<file path="config.mk">
export PLATFORM = sky130hd
export DESIGN_NAME = pwm_sync_trig_ctrl
export DESIGN_NICKNAME = d
export VERILOG_FILES = /design/src/rtl/pwm_trig_pkg.sv /design/src/rtl/trig_sync_edge.sv /design/src/rtl/sw_trig_bit.sv /design/src/rtl/hw_trig_bank.sv /design/src/rtl/sync_req_gen.sv /design/src/rtl/pwm_sync_trig_ctrl.sv
export SDC_FILE = /design/constraint.sdc
export NUM_CORES = 1
export LEC_CHECK = 0
export CORE_MARGIN = 2
export CORE_UTILIZATION = 33
export CTS_BUF_LIST = sky130_fd_sc_hd__clkbuf_8
export CTS_CLUSTER_SIZE = 16
export DETAILED_ROUTE_END_ITERATION = 12
export PLACE_DENSITY = 0.76
export SETUP_SLACK_MARGIN = 0.3
export SYNTH_ARGS = -nofsm -noshare
export SYNTH_HDL_FRONTEND = slang
export SYNTH_SLANG_ARGS = --single-unit
</file>
<file path="constraint.sdc">
create_clock -name clk -period 0.9 [get_ports clk]
set_input_delay 0.135 -clock clk [delete_from_list [all_inputs] [get_ports clk]]
set_output_delay 0.135 -clock clk [all_outputs]
set_load 0.02 [all_outputs]
</file>
<file path="src/rtl/pwm_trig_pkg.sv">
// Package: shared configuration type and mode decoding for the PWM
// synchronization trigger controller.
package pwm_trig_pkg;

    // Mode inputs gathered into one word.
    typedef struct packed {
        logic enh_mode;
        logic load_buffered;
        logic reinit;
        logic sw_cnt_rst;
        logic hw_sticky;
    } trig_cfg_t;

    // True when the software bit clears in the same cycle as its trigger.
    function automatic logic sw_clear_on_event(trig_cfg_t c);
        return c.enh_mode ? c.sw_cnt_rst : (!c.load_buffered && c.reinit);
    endfunction

    // True when a trigger of the given kind must reinitialize the counter.
    function automatic logic needs_reinit(trig_cfg_t c, logic is_sw);
        return c.enh_mode ? (c.sw_cnt_rst && is_sw) : c.reinit;
    endfunction

endpackage

</file>
<file path="src/rtl/trig_sync_edge.sv">
// Module: trig_sync_edge
// Brings one asynchronous trigger line into the clock domain through a
// chain of STAGES flops, then flags its rising edge with one extra flop.
// Assumes STAGES >= 2. The edge flag is high for one cycle, and goes high
// STAGES clock edges after the line changes.
module trig_sync_edge #(
    parameter int STAGES = 2
) (
    input  logic clk,
    input  logic rst_n,
    input  logic raw,
    output logic rise
);
    localparam int LAST = STAGES;

    logic [LAST:0] chain_q;

    // Shift the raw line through the synchronizer and the edge flop.
    always_ff @(posedge clk) begin
        if (!rst_n) chain_q <= '0;
        else        chain_q <= {chain_q[LAST-1:0], raw};
    end

    assign rise = chain_q[LAST-1] & ~chain_q[LAST];

    // an edge flag never lasts more than one cycle
    p_single_edge_r6: assert property (@(posedge clk) disable iff (!rst_n)
        rise |=> !rise);

endmodule

</file>
<file path="src/rtl/sw_trig_bit.sv">
// Module: sw_trig_bit
// Holds the software sync bit. A write of 1 is a trigger event. In
// deferred mode the bit stays set until a loading point. In immediate
// mode it drops at once. A write always wins over the loading-point clear,
// so a retrigger in the completion cycle keeps the bit set.
module sw_trig_bit (
    input  logic clk,
    input  logic rst_n,
    input  logic wr_en,
    input  logic wr_data,
    input  logic load_pt,
    input  logic clr_on_evt,
    output logic bit_q,
    output logic evt
);
    assign evt = wr_en & wr_data;

    // Update the bit from writes and loading points.
    always_ff @(posedge clk) begin
        if (!rst_n)       bit_q <= 1'b0;
        else if (wr_en)   bit_q <= wr_data & ~clr_on_evt;
        else if (load_pt) bit_q <= 1'b0;
    end

    // a write of 0 clears the bit
    p_write_zero_r2: assert property (@(posedge clk) disable iff (!rst_n)
        (wr_en && !wr_data) |=> !bit_q);
    // without a write or loading point the bit holds
    p_hold_r3: assert property (@(posedge clk) disable iff (!rst_n)
        (bit_q && !wr_en && !load_pt) |=> bit_q);
    // a loading point ends the software synchronization
    p_load_clear_r3: assert property (@(posedge clk) disable iff (!rst_n)
        (bit_q && !wr_en && load_pt) |=> !bit_q);
    // immediate mode leaves the bit clear after a trigger
    p_imm_clear_r4: assert property (@(posedge clk) disable iff (!rst_n)
        (evt && clr_on_evt) |=> !bit_q);
    // a retrigger on a loading point keeps the bit set
    p_retrig_r5: assert property (@(posedge clk) disable iff (!rst_n)
        (evt && !clr_on_evt && load_pt) |=> bit_q);

endmodule

</file>
<file path="src/rtl/hw_trig_bank.sv">
// Module: hw_trig_bank
// N_HW identical hardware trigger lanes. Each lane synchronizes its line,
// detects the rising edge and honors it only while its enable bit is set.
// In non-sticky mode the enable bit clears on its own honored event.
// Writes from the bus take priority over that clear.
module hw_trig_bank #(
    parameter int N_HW   = 3,
    parameter int STAGES = 2
) (
    input  logic            clk,
    input  logic            rst_n,
    input  logic [N_HW-1:0] wr_en,
    input  logic [N_HW-1:0] wr_data,
    input  logic            sticky,
    input  logic [N_HW-1:0] raw,
    output logic [N_HW-1:0] en_q,
    output logic [N_HW-1:0] honored
);
    logic [N_HW-1:0] rise;

    for (genvar i = 0; i < N_HW; i++) begin : g_lane
        trig_sync_edge #(.STAGES(STAGES)) u_sync (
            .clk  (clk),
            .rst_n(rst_n),
            .raw  (raw[i]),
            .rise (rise[i])
        );

        assign honored[i] = rise[i] & en_q[i];

        // Maintain the lane's enable bit.
        always_ff @(posedge clk) begin
            if (!rst_n)                     en_q[i] <= 1'b0;
            else if (wr_en[i])              en_q[i] <= wr_data[i];
            else if (honored[i] && !sticky) en_q[i] <= 1'b0;
        end

        // sticky mode keeps the bit against events
        p_sticky_keep_r8: assert property (@(posedge clk) disable iff (!rst_n)
            (en_q[i] && !wr_en[i] && sticky) |=> en_q[i]);
        // non-sticky mode clears the bit on its event
        p_auto_clear_r8: assert property (@(posedge clk) disable iff (!rst_n)
            (rise[i] && en_q[i] && !wr_en[i] && !sticky) |=> !en_q[i]);
        // a write loads its value
        p_write_r10: assert property (@(posedge clk) disable iff (!rst_n)
            wr_en[i] |=> (en_q[i] == $past(wr_data[i])));
    end

endmodule

</file>
<file path="src/rtl/sync_req_gen.sv">
// Module: sync_req_gen
// Merges the software event and the honored hardware events into one
// registered synchronization request. It also decides whether the counter
// must be reinitialized. Several triggers in one cycle give one pulse.
module sync_req_gen (
    input  logic clk,
    input  logic rst_n,
    input  logic sw_evt,
    input  logic hw_evt,
    input  logic reinit_sw,
    input  logic reinit_hw,
    output logic sync_req,
    output logic reinit_req
);
    // Register the request pulses.
    always_ff @(posedge clk) begin
        if (!rst_n) begin
            sync_req   <= 1'b0;
            reinit_req <= 1'b0;
        end else begin
            sync_req   <= sw_evt | hw_evt;
            reinit_req <= (sw_evt & reinit_sw) | (hw_evt & reinit_hw);
        end
    end

    // reinitialize only accompanies a synchronization
    p_reinit_sub_r9: assert property (@(posedge clk) disable iff (!rst_n)
        reinit_req |-> sync_req);
    // a software event always requests synchronization
    p_sw_req_r2: assert property (@(posedge clk) disable iff (!rst_n)
        sw_evt |=> sync_req);

endmodule

</file>
<file path="src/rtl/pwm_sync_trig_ctrl.sv">
// Module: pwm_sync_trig_ctrl (top)
// PWM synchronization trigger controller. Combines the software sync bit,
// the hardware trigger bank and the request generator. Assumes that
// load_pt is a one-cycle pulse from the counter and that the mode inputs
// are quasi-static.
module pwm_sync_trig_ctrl
    import pwm_trig_pkg::*;
#(
    parameter int N_HW   = 3,
    parameter int STAGES = 2
) (
    input  logic            clk,
    input  logic            rst_n,
    input  logic            sw_wr_en,
    input  logic            sw_wr_data,
    input  logic [N_HW-1:0] hw_en_wr_en,
    input  logic [N_HW-1:0] hw_en_wr_data,
    input  logic            cfg_enh_mode,
    input  logic            cfg_load_buffered,
    input  logic            cfg_reinit,
    input  logic            cfg_sw_cnt_rst,
    input  logic            cfg_hw_sticky,
    input  logic [N_HW-1:0] hw_trig_in,
    input  logic            load_pt,
    output logic            sw_bit_q,
    output logic [N_HW-1:0] hw_en_q,
    output logic            sync_req,
    output logic            cnt_reinit_req
);
    trig_cfg_t       cfg;
    logic            sw_evt;
    logic [N_HW-1:0] hw_honored;

    assign cfg = '{enh_mode:      cfg_enh_mode,
                   load_buffered: cfg_load_buffered,
                   reinit:        cfg_reinit,
                   sw_cnt_rst:    cfg_sw_cnt_rst,
                   hw_sticky:     cfg_hw_sticky};

    sw_trig_bit u_sw (
        .clk       (clk),
        .rst_n     (rst_n),
        .wr_en     (sw_wr_en),
        .wr_data   (sw_wr_data),
        .load_pt   (load_pt),
        .clr_on_evt(sw_clear_on_event(cfg)),
        .bit_q     (sw_bit_q),
        .evt       (sw_evt)
    );

    hw_trig_bank #(.N_HW(N_HW), .STAGES(STAGES)) u_hw (
        .clk    (clk),
        .rst_n  (rst_n),
        .wr_en  (hw_en_wr_en),
        .wr_data(hw_en_wr_data),
        .sticky (cfg.hw_sticky),
        .raw    (hw_trig_in),
        .en_q   (hw_en_q),
        .honored(hw_honored)
    );

    sync_req_gen u_req (
        .clk       (clk),
        .rst_n     (rst_n),
        .sw_evt    (sw_evt),
        .hw_evt    (|hw_honored),
        .reinit_sw (needs_reinit(cfg, 1'b1)),
        .reinit_hw (needs_reinit(cfg, 1'b0)),
        .sync_req  (sync_req),
        .reinit_req(cnt_reinit_req)
    );

    // no software write and no enabled line means no request
    p_disabled_quiet_r7: assert property (@(posedge clk) disable iff (!rst_n)
        (!(sw_wr_en && sw_wr_data) && hw_en_q == '0) |=> !sync_req);
    // legacy mode without reinit never reinitializes
    p_no_reinit_r9: assert property (@(posedge clk) disable iff (!rst_n)
        (!cfg_enh_mode && !cfg_reinit) |=> !cnt_reinit_req);
    // reset clears the readback state
    p_reset_r1: assert property (@(posedge clk)
        !rst_n |=> (!sw_bit_q && hw_en_q == '0 && !sync_req && !cnt_reinit_req));

endmodule

</file>
==> results.ini, run 1 <==
[clock_network]
cts-root-buf = clkbuf_8
htree_levels = 1
clock_path_buffers = 2
clk_latency_ns = 0.24
cts_tree = built
clk_pin_slew_worst_paths_ns = 0.06
post_cts_buffers = 0
clock_sinks = 15
cts_made_buffers = 3
ctsHoldBuffers = 0

[grt]
grt_pass1_wl_um = 2120
grt_max_degree = 9
overflow = 0
grt_use_total_pct = 15.5
grt_pass1_vias = 504
antenna_found_initial = 0

[timing]
finalSetupTns_ns = -0.0586
tightest_slew_ns = 0.293
fin_ws_ns = -0.0454
setup_viol = 3
timing_hold_violations_final = 0
slew-limit-headroom_pct = 80.1
fmaxAchievable_mhz = 1060
rsz0062_at_grt = yes
maxSlewViolCount = 0
fin_skew_ns = 0.00355
fin_crit_sh_pct = 105
layout_min_cycle_time_ns = 0.945

[power]
power.density_nw_per_um2 = 1550
power.total_mw = 1.43
power_leakage_nw = 0.407
ir_worst_vdd_mv = 1.39

[routing]
avgViaCountPerCell = 4.84
detail-route-antenna-nets = 0
drt-wirelength-per-cell_um = 13.1
wl_um = 1330
vias = 494
drc = 0
drt_pass1_iterations = 2
drt_iter0_markers = 2

[synth]
yosysMostFrequentCell = dfxtp_1
syn-instance-count = 54
syn_area_um2 = 533
ys_async_sr_fraction_pct = 0
synth.distinct_cells = 13
synth_ff_type = dfxtp_1
synth-edff-count = 0
yosysTopAreaCellShare_pct = 56.3
netlist_top_cells_count = dfxtp_1, and2_1, inv_1, nand2_1
syn-num-nets = 73
ys_seq_area_share_pct = 56.3
yosys_warnings = 0
synth_area_leaders = dfxtp_1, and2_1, inv_1
avgSynthCellArea_um2 = 9.87
synth-seq-cells = 15
yosysTopAreaCell = dfxtp_1

[worst_setup_path]
ff2ff_setup_slack_ns = -0.05
crit_arrival_ns = 1.06
critPathKind = reg -> reg
crit_path_start_kind = flip-flop
end_kind = flip-flop
cp.required_ns = 1.01
cp_max_fo = 3

[flow_run]
maxCapViolations = 0

[layout]
antennaDiodeCount = 0
syn_to_final_growth_pct = 73.2
design_area_um2 = 923
final_util_pct = 61.3
nNetsFinal = 106
drive_above_1_share_pct = 34.9

[die]
row_count = 14
core_um2 = 1510
die_area_um2 = 1950
die_h_um = 44.2
pin_count = 25
die_x_um = 44.2
start_util_pct = 35.4

[placed_design]
dpl_cell_area_um2 = 830
place_congestion = 0.637
pre_cts_slack_ns = -0.299
dp_hpwl_um = 940
io_buffers = 24

[outcome]
status = finished with violations
violations = negative setup slack

[hold_path]
hold_path.class = in -> reg

## cells in the final DEF (no fill, tap or decap), types with 3 or more instances in the layout
cell type / count
nand3b_1: 3
nand2_1: 4
buf_6: 9
clkbuf_8: 3
nor3b_2: 3
dlygate4sd2_1: 7
and2_1: 10
clkdlybuf4s50_1: 10
dfxtp_1: 7
inv_1: 6
dfxtp_2: 7
## final timing paths
path | from | to | cells after the start
worst max-delay path | u_hw.g_lane[1].u_sync.chain_q[1] | u_hw.en_q[1] | 3
worst min-delay path | cfg_hw_sticky | u_hw.en_q[2] | 3
worst max register to register | u_hw.g_lane[1].u_sync.chain_q[1] | u_hw.en_q[1] | 3
worst min register to register | u_hw.g_lane[0].u_sync.chain_q[0] | u_hw.g_lane[0].u_sync.chain_q[1] | 1
## critical path: stages (launching register included)
cell      delay (ns)
dfxtp_2         0.33
inv_1           0.04
o311ai_1        0.31
a21boi_0        0.14
## state kept, by name, summed over array words and instances (netlist names)
register and cells:
u_req.sync_req 1, u_req.reinit_req 1, u_sw.bit_q 1, u_hw.en_q 3, u_hw.g_lane.u_sync.chain_q 9
## layout make-up
class | instances | area (µm²)
well taps | 16 | 20.0
inverters | 7 | 26.3
multi-input cells | 31 | 234
fillers | 135 | 583
repair buffers | 29 | 285
clock inverters | 1 | 3.75
flip-flops and latches | 15 | 313
clock buffers | 3 | 41.3
## routing by layer
metal	global-route usage, %	share of wire [%]	vias to the layer above	routed length, µm
met5	0	0	-	0
met4	6.06	2.2	0	29
met3	6.94	6.2	4	82
met2	28.5	54	17	723
met1	14.8	37	230	499
li1	-	-	243	-
## cell families after synthesis
kind of cell / after synthesis / share of synthesized area [%]
flops: 15 / 56.3
buf+inv: 8 / 5.87
simple gates: 23 / 26.1
compound gates: 8 / 11.7
## where the power goes
part | internal [mW] | switching [mW]
Combinational | 0.127 | 0.0783
Sequential | 0.695 | 0.0163
Clock | 0.301 | 0.211
Total | 1.12 | 0.306
## repair_timing
item                                    CTS  global route
endpoints found under the setup margin   21            12
gates cloned                              1             0
pin swaps                                 9             6
gates resized for setup                  52             5
## stage by stage
stage	cells	hold slack [ns]
floorplan	54	0.262
global placement	97	0.408
detailed placement	97	0.414
CTS	102	0.384
global route	102	0.384
finish	102	0.354
Power figures use the tool's default switching activity.
==> inputs of run 2 (changes only) <==
--- a/config.mk
+++ b/config.mk
@@ -5,13 +5,15 @@
 export SDC_FILE = /design/constraint.sdc
 export NUM_CORES = 1
 export LEC_CHECK = 0
+export ABC_AREA = 1
 export CORE_MARGIN = 2
 export CORE_UTILIZATION = 33
 export CTS_BUF_LIST = sky130_fd_sc_hd__clkbuf_8
 export CTS_CLUSTER_SIZE = 16
 export DETAILED_ROUTE_END_ITERATION = 12
-export PLACE_DENSITY = 0.76
+export PLACE_DENSITY = 0.75
 export SETUP_SLACK_MARGIN = 0.3
+export SKIP_LAST_GASP = 1
 export SYNTH_ARGS = -nofsm -noshare
 export SYNTH_HDL_FRONTEND = slang
 export SYNTH_SLANG_ARGS = --single-unit
==> constraint.sdc (replaced) <==
create_clock -name clk -period 0.9 [get_ports clk]
set_input_delay 0.135 -clock clk [delete_from_list [all_inputs] [get_ports clk]]
set_output_delay 0.135 -clock clk [all_outputs]
set_load 0.005 [all_outputs]
==> results.ini, run 2 <==
[timing]
fin_crit_sh_pct = 98.9  ; -6.1 points
tightest_slew_ns = 0.167  ; -0.127 ns
setup_viol = 0  ; -3
timing_hold_violations_final = 0  ; unchanged
layout_min_cycle_time_ns = 0.890  ; -0.0553 ns
fin_skew_ns = 0.00370  ; +0.000147 ns
maxSlewViolCount = 0  ; unchanged
fin_hold_ws_ns = 0.187  ; -0.167 ns
rsz0062_at_grt = yes
slew-limit-headroom_pct = 88.8  ; +8.7 points
fmaxAchievable_mhz = 1120  ; +6.2%

[power]
power_leakage_nw = 0.529  ; +30%
ir_worst_vdd_mv = 1.82  ; +31%
power.density_nw_per_um2 = 1540  ; -0.72%

[clock_network]
clk_latency_ns = 0.24  ; about the same
cts_tree = built
post_cts_buffers = 0  ; unchanged
cts_made_buffers = 3  ; unchanged
clk_pin_slew_worst_paths_ns = 0.06  ; about the same
htree_levels = 1  ; unchanged
clock_sinks = 15  ; unchanged
cts-root-buf = clkbuf_8
clock_path_buffers = 2  ; unchanged

[placed_design]
io_buffers = 24  ; unchanged
dp_hpwl_um = 876  ; -6.8%
placed_cells = 118  ; +22%
place_congestion = 0.743  ; +17%

[synth]
syn-instance-count = 75  ; +39%
synth-edff-count = 0  ; unchanged
yosysTopAreaCell = dfxtp_1
syn-num-nets = 94  ; +29%
ys_seq_area_share_pct = 53.8  ; -2.5 points
synth_ff_type = dfxtp_1
ys_async_sr_fraction_pct = 0  ; unchanged
yosysTopAreaCellShare_pct = 53.8  ; -2.5 points
netlist_top_cells_count = nand2_1, inv_1, dfxtp_1
syn_area_um2 = 558  ; +4.7%
synth-seq-cells = 15  ; unchanged
synth.distinct_cells = 12  ; -1
yosys_warnings = 0  ; unchanged
avgSynthCellArea_um2 = 7.44  ; -25%
synth_area_leaders = dfxtp_1, nand2_1, inv_1
yosysMostFrequentCell = nand2_1

[routing]
drt-wirelength-per-cell_um = 9.67  ; -26%
avgViaCountPerCell = 4.33  ; -11%
vias = 528  ; +6.9%
wl_um = 1180  ; -11%
drc = 0  ; unchanged
drt_pass1_iterations = 2  ; unchanged
detail-route-antenna-nets = 0  ; unchanged
drt_iter0_markers = 2  ; unchanged

[grt]
grt_use_total_pct = 12.6  ; -2.9 points
grt_pass1_vias = 456  ; -9.5%
overflow = 0  ; unchanged
antenna_found_initial = 0  ; unchanged
grt_max_degree = 9  ; unchanged
grt_pass1_wl_um = 1770  ; -16%

[layout]
drive_above_1_share_pct = 31.1  ; -3.8 points
largest_reg_flops = 9  ; unchanged
syn_to_final_growth_pct = 65.0
largest-register = u_hw.g_lane.u_sync.chain_q
final_util_pct = 59.7  ; -1.6 points
multi_input_area_um2 = 221  ; -5.3%
final-seq-area_um2 = 305  ; -2.4%
top_regs = u_hw.g_lane.u_sync.chain_q (9), u_hw.en_q (3)
mostFrequentLayoutCells = nand2_1, inv_1, dfxtp_1
antennaDiodeCount = 0  ; unchanged
fill_cells = 147  ; +8.9%
nNetsFinal = 126  ; +19%
fin_cells = 122  ; +20%

[die]
die_h_um = 45.1  ; +2.1%
row_count = 14  ; unchanged
die_area_um2 = 2040  ; +4.3%
die_x_um = 45.1  ; +2.1%
start_util_pct = 36.2  ; +0.82 points
pin_count = 25  ; unchanged
core_um2 = 1540  ; +2.3%

[outcome]
status = finished, final reports clean

[worst_setup_path]
slowest_stage = dfxtp_2
crit_path_start_kind = flip-flop
crit_arrival_ns = 1.03  ; -0.03 ns
end_kind = flip-flop
critical_path.max_stage_delay_ns = 0.32  ; about the same
crit_path_cell_trace = buf_6, nand2_4, nor2_4, nor2_1, nand2_1, nand2_2, nor2_2
cp.required_ns = 1.04  ; +0.03 ns
cp_max_fo = 2  ; -1
critPathKind = reg -> reg

[hold_path]
hold_path.class = in -> reg

[flow_run]
maxCapViolations = 0  ; unchanged

==> run 2: final cells by class <==
cell class	instances	area share, %
Timing Repair Buffer	28	28.4
Inverter	18	7.34
Sequential cell	15	33.2
Clock inverter	1	0.408
Multi-Input combinational cell	41	24.0
Clock buffer	3	4.48
Tap cell	16	2.17
==> run 2: cell families (layout without fill, tap and decap cells) <==
logic type	count (synthesis)	after routing	synth area share [%]
AOI/OAI and AO/OA	9	9	8.97
buffers and inverters	19	50	13.5
DFF	15	15	53.8
and+or+nand+nor	32	32	23.8
==> run 2: metrics by stage <==
stage	worst slack [ns]	power [mW]	TNS, ns	area [µm²]
2_1_floorplan	0.144	0.786	0	562
3_3_place_gp	-0.223	0.916	-3.08	845
3_5_place_dp	-0.218	0.921	-3.15	845
4_1_cts	0.0174	1.42	0	872
5_1_grt	-0.0443	1.51	-0.0936	921
6_report	0.00997	1.41	0	921
==> run 2: worst max-delay path, delay by kind of cell (launching register included) <==
| family | cells | cell delay (ns) |
|---|---|---|
| AND/OR/NAND/NOR | 6 | 0.34 |
| flip-flops | 1 | 0.32 |
| buffers and inverters | 1 | 0.11 |
==> run 2: report_power, final <==
group,switching [mW],internal [mW],leakage [nW]
Sequential,0.0172,0.699,0.125
Combinational,0.0763,0.117,0.378
Clock,0.204,0.301,0.0269
Total,0.298,1.12,0.529
==> run 2: path summary, 6_finish.rpt <==
path                                                       start                                to  slack (ns)  cells after the start
worst min register to register  u_hw.g_lane[0].u_sync.chain_q[0]  u_hw.g_lane[0].u_sync.chain_q[1]        0.41                      2
worst min-delay path                                     load_pt                        u_sw.bit_q        0.19                      4
worst max-delay path                                u_hw.en_q[1]                  u_req.reinit_req        0.01                      7
worst max register to register                      u_hw.en_q[1]                  u_req.reinit_req        0.01                      7
==> run 2: routing by layer <==
metal / vias up / track usage (%) / part of all wire, %
li1: 278 / - / -
met1: 234 / 12.8 / 38
met2: 16 / 21.7 / 53
met3: 0 / 7.20 / 8.4
met4: 0 / 3.53 / 0
met5: - / 0 / 0
==> run 2: timing repair <==
item / 4_1_cts / 5_1_grt
pin swaps: 6 / 7
hold buffers: 0 / 0
resized for setup: 36 / 16
setup endpoints to repair: 21 / 12
